File: src/rtl/flow_seq_pkg.sv
package flow_seq_pkg;
  typedef enum logic [1:0] {
    FOP_PLAIN = 2'd0,
    FOP_CALL  = 2'd1,
    FOP_DCALL = 2'd2,
    FOP_RET   = 2'd3
  } flow_op_e;

  localparam int WORD_W = 64;
endpackage

File: src/rtl/flow_seq_stack.sv
// Circular two-word push / two-word pop stack. DEPTH must be an even power of two.
module flow_seq_stack #(
  parameter int DEPTH = 16,
  parameter int W     = 64
) (
  input  logic         clk,
  input  logic         rst_n,
  input  logic         push_i,
  input  logic         pop_i,
  input  logic [W-1:0] first_i,
  input  logic [W-1:0] second_i,
  output logic [W-1:0] top_o,
  output logic [W-1:0] under_o,
  output logic         short_o
);
  localparam int PW   = $clog2(DEPTH);
  localparam int CNTW = $clog2(DEPTH + 1);

  logic [W-1:0]    mem [DEPTH];
  logic [PW-1:0]   wp_q, wp_d;
  logic [CNTW-1:0] cnt_q, cnt_d;
  logic            upd;

  always_comb begin
    wp_d  = wp_q;
    cnt_d = cnt_q;
    upd   = 1'b0;
    if (push_i) begin
      upd  = 1'b1;
      wp_d = wp_q + PW'(2);
      if (cnt_q >= CNTW'(DEPTH - 2)) cnt_d = CNTW'(DEPTH);
      else                           cnt_d = cnt_q + CNTW'(2);
    end else if (pop_i) begin
      upd   = 1'b1;
      wp_d  = wp_q - PW'(2);
      cnt_d = cnt_q - CNTW'(2);
    end
  end

  always_ff @(posedge clk or negedge rst_n) begin
    if (!rst_n) begin
      wp_q  <= '0;
      cnt_q <= '0;
    end else if (upd) begin
      wp_q  <= wp_d;
      cnt_q <= cnt_d;
    end
  end

  always_ff @(posedge clk) begin
    if (push_i) begin
      mem[wp_q]          <= first_i;
      mem[wp_q + PW'(1)] <= second_i;
    end
  end

  assign top_o   = mem[wp_q - PW'(1)];
  assign under_o = mem[wp_q - PW'(2)];
  assign short_o = (cnt_q < CNTW'(2));
endmodule

File: src/rtl/flow_seq_budget.sv
module flow_seq_budget #(
  parameter int IC_INIT = 65536
) (
  input  logic clk,
  input  logic rst_n,
  input  logic step_i,
  output logic done_o
);
  localparam int ICW = $clog2(IC_INIT + 1);

  logic [ICW-1:0] ic_q, ic_d;
  logic           ic_en;

  always_comb begin
    ic_en = step_i && (ic_q != '0);
    ic_d  = ic_q - ICW'(1);
  end

  always_ff @(posedge clk or negedge rst_n) begin
    if (!rst_n)     ic_q <= ICW'(IC_INIT);
    else if (ic_en) ic_q <= ic_d;
  end

  assign done_o = (ic_q == '0);
endmodule

File: src/rtl/flow_seq_target.sv
module flow_seq_target
  import flow_seq_pkg::*;
#(
  parameter int IDXW = 10
) (
  input  logic [IDXW-1:0] cur_i,
  input  flow_op_e        op_i,
  input  logic            go_i,
  input  logic            taken_i,
  input  logic            short_i,
  input  logic [7:0]      a_top_i,
  input  logic [7:0]      imm0_i,
  input  logic [IDXW-1:0] back_i,
  output logic [IDXW-1:0] nxt_o,
  output logic [IDXW-1:0] seq_o,
  output logic            push_o,
  output logic            pop_o
);
  logic [7:0] hop;

  always_comb begin
    seq_o  = cur_i + IDXW'(1);
    hop    = (op_i == FOP_DCALL) ? (imm0_i ^ a_top_i) : imm0_i;
    nxt_o  = cur_i;
    push_o = 1'b0;
    pop_o  = 1'b0;
    if (go_i) begin
      nxt_o = seq_o;
      if (taken_i) begin
        unique case (op_i)
          FOP_CALL, FOP_DCALL: begin
            nxt_o  = cur_i + IDXW'(hop) + IDXW'(1);
            push_o = 1'b1;
          end
          FOP_RET: begin
            if (!short_i) begin
              nxt_o = back_i;
              pop_o = 1'b1;
            end
          end
          default: nxt_o = seq_o;
        endcase
      end
    end
  end
endmodule

File: src/rtl/flow_seq_top.sv
module flow_seq_top
  import flow_seq_pkg::*;
#(
  parameter  int PROG_LEN  = 1024,
  parameter  int STK_DEPTH = 16,
  parameter  int IC_INIT   = 65536,
  localparam int IDXW      = $clog2(PROG_LEN)
) (
  input  logic            clk,
  input  logic            rst_n,
  input  logic            step_i,
  input  logic [1:0]      op_i,
  input  logic            taken_i,
  input  logic [63:0]     opnd_a_i,
  input  logic [7:0]      imm0_i,
  output logic [IDXW-1:0] fetch_idx_o,
  output logic [63:0]     ret_c_o,
  output logic            done_o
);
  flow_op_e          op;
  logic              go;
  logic              push, pop, stk_empty;
  logic [IDXW-1:0]   pc_q, pc_d, seq_idx, back_idx;
  logic [WORD_W-1:0] top_w, under_w, link_w;
  logic [63:0]       c_q, c_d;
  logic              c_en;

  assign op = flow_op_e'(op_i);
  assign go = step_i && !done_o;

  flow_seq_budget #(.IC_INIT(IC_INIT)) u_budget (
    .clk(clk), .rst_n(rst_n), .step_i(step_i), .done_o(done_o)
  );

  assign link_w   = WORD_W'({seq_idx, 3'b000});
  assign back_idx = top_w[IDXW+2:3];

  flow_seq_stack #(.DEPTH(STK_DEPTH), .W(WORD_W)) u_stack (
    .clk(clk), .rst_n(rst_n), .push_i(push), .pop_i(pop),
    .first_i(opnd_a_i), .second_i(link_w),
    .top_o(top_w), .under_o(under_w), .short_o(stk_empty)
  );

  flow_seq_target #(.IDXW(IDXW)) u_target (
    .cur_i(pc_q), .op_i(op), .go_i(go), .taken_i(taken_i),
    .short_i(stk_empty), .a_top_i(opnd_a_i[63:56]), .imm0_i(imm0_i),
    .back_i(back_idx), .nxt_o(pc_d), .seq_o(seq_idx),
    .push_o(push), .pop_o(pop)
  );

  always_comb begin
    c_en = go && (op == FOP_RET);
    c_d  = pop ? (opnd_a_i ^ under_w) : opnd_a_i;
  end

  always_ff @(posedge clk or negedge rst_n) begin
    if (!rst_n) begin
      pc_q <= '0;
      c_q  <= '0;
    end else begin
      if (go)   pc_q <= pc_d;
      if (c_en) c_q  <= c_d;
    end
  end

  assign fetch_idx_o = pc_q;
  assign ret_c_o     = c_q;
endmodule

File: config.mk
export PLATFORM = sky130hd
export DESIGN_NAME = flow_seq_top
export DESIGN_NICKNAME = d
export VERILOG_FILES = /design/src/rtl/flow_seq_pkg.sv /design/src/rtl/flow_seq_stack.sv /design/src/rtl/flow_seq_budget.sv /design/src/rtl/flow_seq_target.sv /design/src/rtl/flow_seq_top.sv
export SDC_FILE = /design/constraint.sdc
export NUM_CORES = 1
export LEC_CHECK = 0
export BUFFER_PORTS_ARGS = -buffer_cell sky130_fd_sc_hd__buf_2
export CORE_MARGIN = 1
export CORE_UTILIZATION = 58
export CTS_CLUSTER_DIAMETER = 50
export DETAILED_ROUTE_END_ITERATION = 7
export HOLD_SLACK_MARGIN = 0.02
export PLACE_DENSITY = 0.8
export SLEW_MARGIN = 15
export SYNTH_ARGS = -nofsm -noshare
export SYNTH_HDL_FRONTEND = slang
export SYNTH_HIERARCHICAL = 1
export SYNTH_SLANG_ARGS = --single-unit
File: constraint.sdc
create_clock -name clk -period 12.7 [get_ports clk]
set_input_delay 3.175 -clock clk [delete_from_list [all_inputs] [get_ports clk]]
set_output_delay 3.175 -clock clk [all_outputs]
set_load 0.01 [all_outputs]
# Yosys cells after proc, flatten, opt, wreduce, memory -nomap -nowiden
# Memory sizes are Yosys's and may differ from the RTL's.
# Cells that the tools add are included.
[op_classes]
n_addsub = 10
n_lt_le_gt_ge = 2
eq_ne = 3
n_mux = 21
bitwise_logic = 2
reduce_logical = 9
[ops]
columns = ["op", "count"]
rows = [
  ["$mux 64", 1],
  ["$xor 64x64->64", 1],
  ["$add 10x1->10 const B", 2],
  ["$mux 10", 2],
  ["$pmux 10 s2", 1],
  ["$logic_not 17->1", 1],
  ["$reduce_bool 17->1", 1],
  ["$sub 17x1->17 const B", 1],
  ["$mux 5", 3],
  ["$mux 1", 11],
  ["$add 10x8->10", 1],
  ["$mux 4", 2],
  ["$mux 8", 1],
  ["$xor 8x8->8", 1],
  ["$add 5x2->5 const B", 1],
  ["$ge 5x4->1 const B", 1],
  ["$lt 5x2->1 const B", 1],
  ["$sub 5x2->5 const B", 1],
  ["$add 4x1->4 const B", 1],
  ["$add 4x2->4 const B", 1],
  ["$eq 2x2->1 const B", 2],
  ["$sub 4x1->4 const B", 1],
  ["$sub 4x2->4 const B", 1],
  ["$logic_and 1x1->1", 3],
  ["other kinds (5)", 5],
]
[totals]
reg_bits = 100
ramBits = 1024
inputBits = 78
output_inout_bits = 75
wordCells = 53
n_memories = 1
[mem_list]
columns = ["name", "depth", "word_bits", "rd", "rd_ports_with_merged_regs", "wr", "line_no", "text"]
rows = [
  ["u_stack.mem", 16, 64, 2, 0, 2, "flow_seq_stack.sv:19", "logic [W-1:0] mem [DEPTH];"],
]

# Depth between registers and ports, before layout
[depth]
depth_word = 8
mapped_depth = 18
depth_no_buf = 12

# Modules after synthesis
# Netlist, hierarchy kept.
[modules_own_cells]
columns = ["mod", "n_inst", "cells_each", "area_each_um2"]
rows = [
  ["flow_seq_stack", 1, 2436, 40964.3],
  ["flow_seq_top", 1, 365, 3533.4],
  ["flow_seq_target", 1, 167, 1119.8],
  ["flow_seq_budget", 1, 84, 878.3],
]

# Worst setup path after synthesis
# Ideal clock, no wire load.
[synth_timing]
path_kind = "input port to flip-flop"
startpoint = "in step_i"
endpoint = "mem u_stack.mem[2][0], enable pin"
setup_time_ns = 0.772
t_arrival_ns = 13.177
setup_slack_ns = -1.249
path_stages = 8
n_path_buf = 4
path_cell_list = "and2b_1 > buf_6 > clkbuf_1 > buf_2 > and3_1 > clkbuf_1 > nand2_1 > nor3_1"
[synth_lines]
columns = ["element", "line_no", "text"]
rows = [
  ["start, declared", "flow_seq_top.sv:11", "input logic step_i,"],
  ["end, declared", "flow_seq_stack.sv:19", ""],
]

==> results.json <==
{
  "powerDensity_nw_per_um2": 224,
  "cts_tree": "built",
  "clockBufferDepth": 3,
  "dp_slack_ns": 5.38,
  "period_minus_slack_ns": 6.74,
  "whs_ns": 0.470,
  "first_iter_violations": 1880,
  "htreeDepth": 3,
  "gp_congestion": 0.833,
  "syn-mean-instance-area_um2": 14.1,
  "vias_per_cell": 6.14,
  "path_clk_slew_ns": 0.06,
  "max_slew_margin_pct": 23.2,
  "netlist_area_um2": 29600,
  "coreArea_um2": 50300,
  "syn_inst": 2097,
  "max_slew.worst_pin.slew_ns": 1.15,
  "min_path_type": "reg -> reg",
  "grt.total_usage_pct": 24.2,
  "die_y_um": 228,
  "io_pins": 153,
  "cts_hold_repair.buffers": 0,
  "drive_gt1_share_pct": 14.9,
  "fmax_mhz": 148,
  "grt_overflow": 0,
  "finalClockSkew_ns": 0.0253,
  "cellLeakagePower_nw": 12.0,
  "numClockSinks": 690,
  "cts_made_buffers": 70,
  "slew_violations": 0,
  "ir_drop_v": 0.000198,
  "crit_type": "in -> reg",
  "min_period_over_period_pct": 53.1,
  "drt_wl_total_um": 62700,
  "num_rows": 82,
  "first_pass_iters": 6,
  "grt_max_degree": 145,
  "route.vias.total": 17668,
  "hpwl_um": 34400,
  "nFillCells": 3442,
  "ys_warn_count": 6,
  "ant_nets": 0,
  "startpoint_type": "input port",
  "required_ns": 12.92,
  "grt_pass1_vias": 17491,
  "wl_per_cell_um": 21.8,
  "hold_viol": 0,
  "place.port_buffers": 152,
  "dieArea_um2": 52000,
  "final_nets": 2245,
  "critPathArrivalTime_ns": 6.96,
  "rsz0062_at_grt": "no",
  "cts_resized": 0,
  "cts_setup_buffers": 0,
  "finalSetupViolations": 0,
  "worstSkewPairLatency_ns": 0.60,
  "drc": 0,
  "die_w_um": 228,
  "synth_nets": 2193,
  "cts_root_buf": "clkbuf_16",
  "end_kind": "register",
  "grt_pass1_wl_um": 98300,
  "worstPathMaxFanout": 45,
  "antenna_found_initial": 5,
  "max_cap_violations": 0,
  "status": "completed",
  "area_growth_pct": 11.3,
  "setup_tns_ns": 0,
  "initial_utilization_pct": 59.0,
  "final.setup.worst_slack_ns": 5.96
}
-- final timing paths --
path                                   from                  end  slack (ns)  cells after the start
max                                  step_i  u_stack/mem[12][30]        5.96                      6
min                             ret_c_o[36]          ret_c_o[36]        0.47                      2
max reg2reg                u_budget/ic_q[0]  u_stack/mem[12][30]        7.70                      9
min reg2reg                     ret_c_o[36]          ret_c_o[36]        0.47                      2
max in group asynchronous             rst_n      u_stack/wp_q[1]        8.74                      2
min in group asynchronous             rst_n          ret_c_o[40]        2.60                      1
-- power by group --
| part | leakage (nW) | total [mW] | switching, mW | internal, mW |
|---|---|---|---|---|
| sequential | 6.55 | 2.85 | 0.165 | 2.69 |
| clock | 1.16 | 2.10 | 0.829 | 1.27 |
| combinational | 4.24 | 2.44 | 1.60 | 0.848 |
| total | 12.0 | 7.40 | 2.59 | 4.81 |
-- placed cells by master, fill, tap and decap left out, types with 8 or more instances in the layout --
| cell | instances |
|---|---|
| inv_1 | 20 |
| xor2_1 | 73 |
| nor2b_1 | 154 |
| buf_4 | 24 |
| mux2_2 | 11 |
| clkinv_2 | 11 |
| o21ai_0 | 60 |
| mux2i_1 | 151 |
| a21oi_1 | 11 |
| edfxtp_1 | 592 |
| xnor2_1 | 20 |
| bufinv_16 | 9 |
| nor4_1 | 75 |
| buf_2 | 151 |
| nor2_1 | 13 |
| dfrtp_1 | 96 |
| ha_1 | 16 |
| clkbuf_16 | 73 |
| clkbuf_1 | 12 |
| nor3_1 | 8 |
| o21ai_1 | 26 |
| a2111oi_0 | 149 |
| nand2_1 | 160 |
| and3_1 | 149 |
| nand3_1 | 8 |
-- registers in the layout (all words and copies together) (netlist names) --
register	cells
u_stack/cnt_q	4
u_stack/wp_q	3
ret_c_o	64
fetch_idx_o	10
u_stack/mem	592
u_budget/ic_q	17
-- cell type report --
type / instances / area, um2 / share of cell area (%)
well taps: 672 / 841 / 2.55
diodes: 3 / 7.51 / 0.0227
multi-input cells: 1188 / 8470 / 25.7
clock inverters: 34 / 419 / 1.27
clock buffers: 91 / 1950 / 5.92
repair buffers: 179 / 997 / 3.02
inverters: 20 / 75.1 / 0.227
flip-flops and latches: 690 / 20200 / 61.3
-- routing by layer --
metal  global-route usage (%)  wire length [um]  up-vias
met5                        0                25        -
met4                     6.40               990        4
met3                     4.52              4460       84
met2                     39.1             30500      715
met1                     33.9             26800     8794
li1                         -                 -     8071
-- through the flow --
step	area, um2	power, mW	instances	utilization (%)
3_5_place_dp	30600	5.28	2748	60.8
5_1_grt	33000	7.74	2877	65.6
3_3_place_gp	30600	5.21	2748	60.8
6_report	33000	7.40	2877	65.6
2_1_floorplan	29600	4.72	2097	-
4_1_cts	33000	7.39	2873	65.6
-- critical path: stages --
cell and delay [ns]:
buf_2 0.23, and2b_1 0.77, and3_1 0.64, nand2_1 0.37
nor2_4 0.93, buf_4 0.76
(Power assumes the default switching activity.)
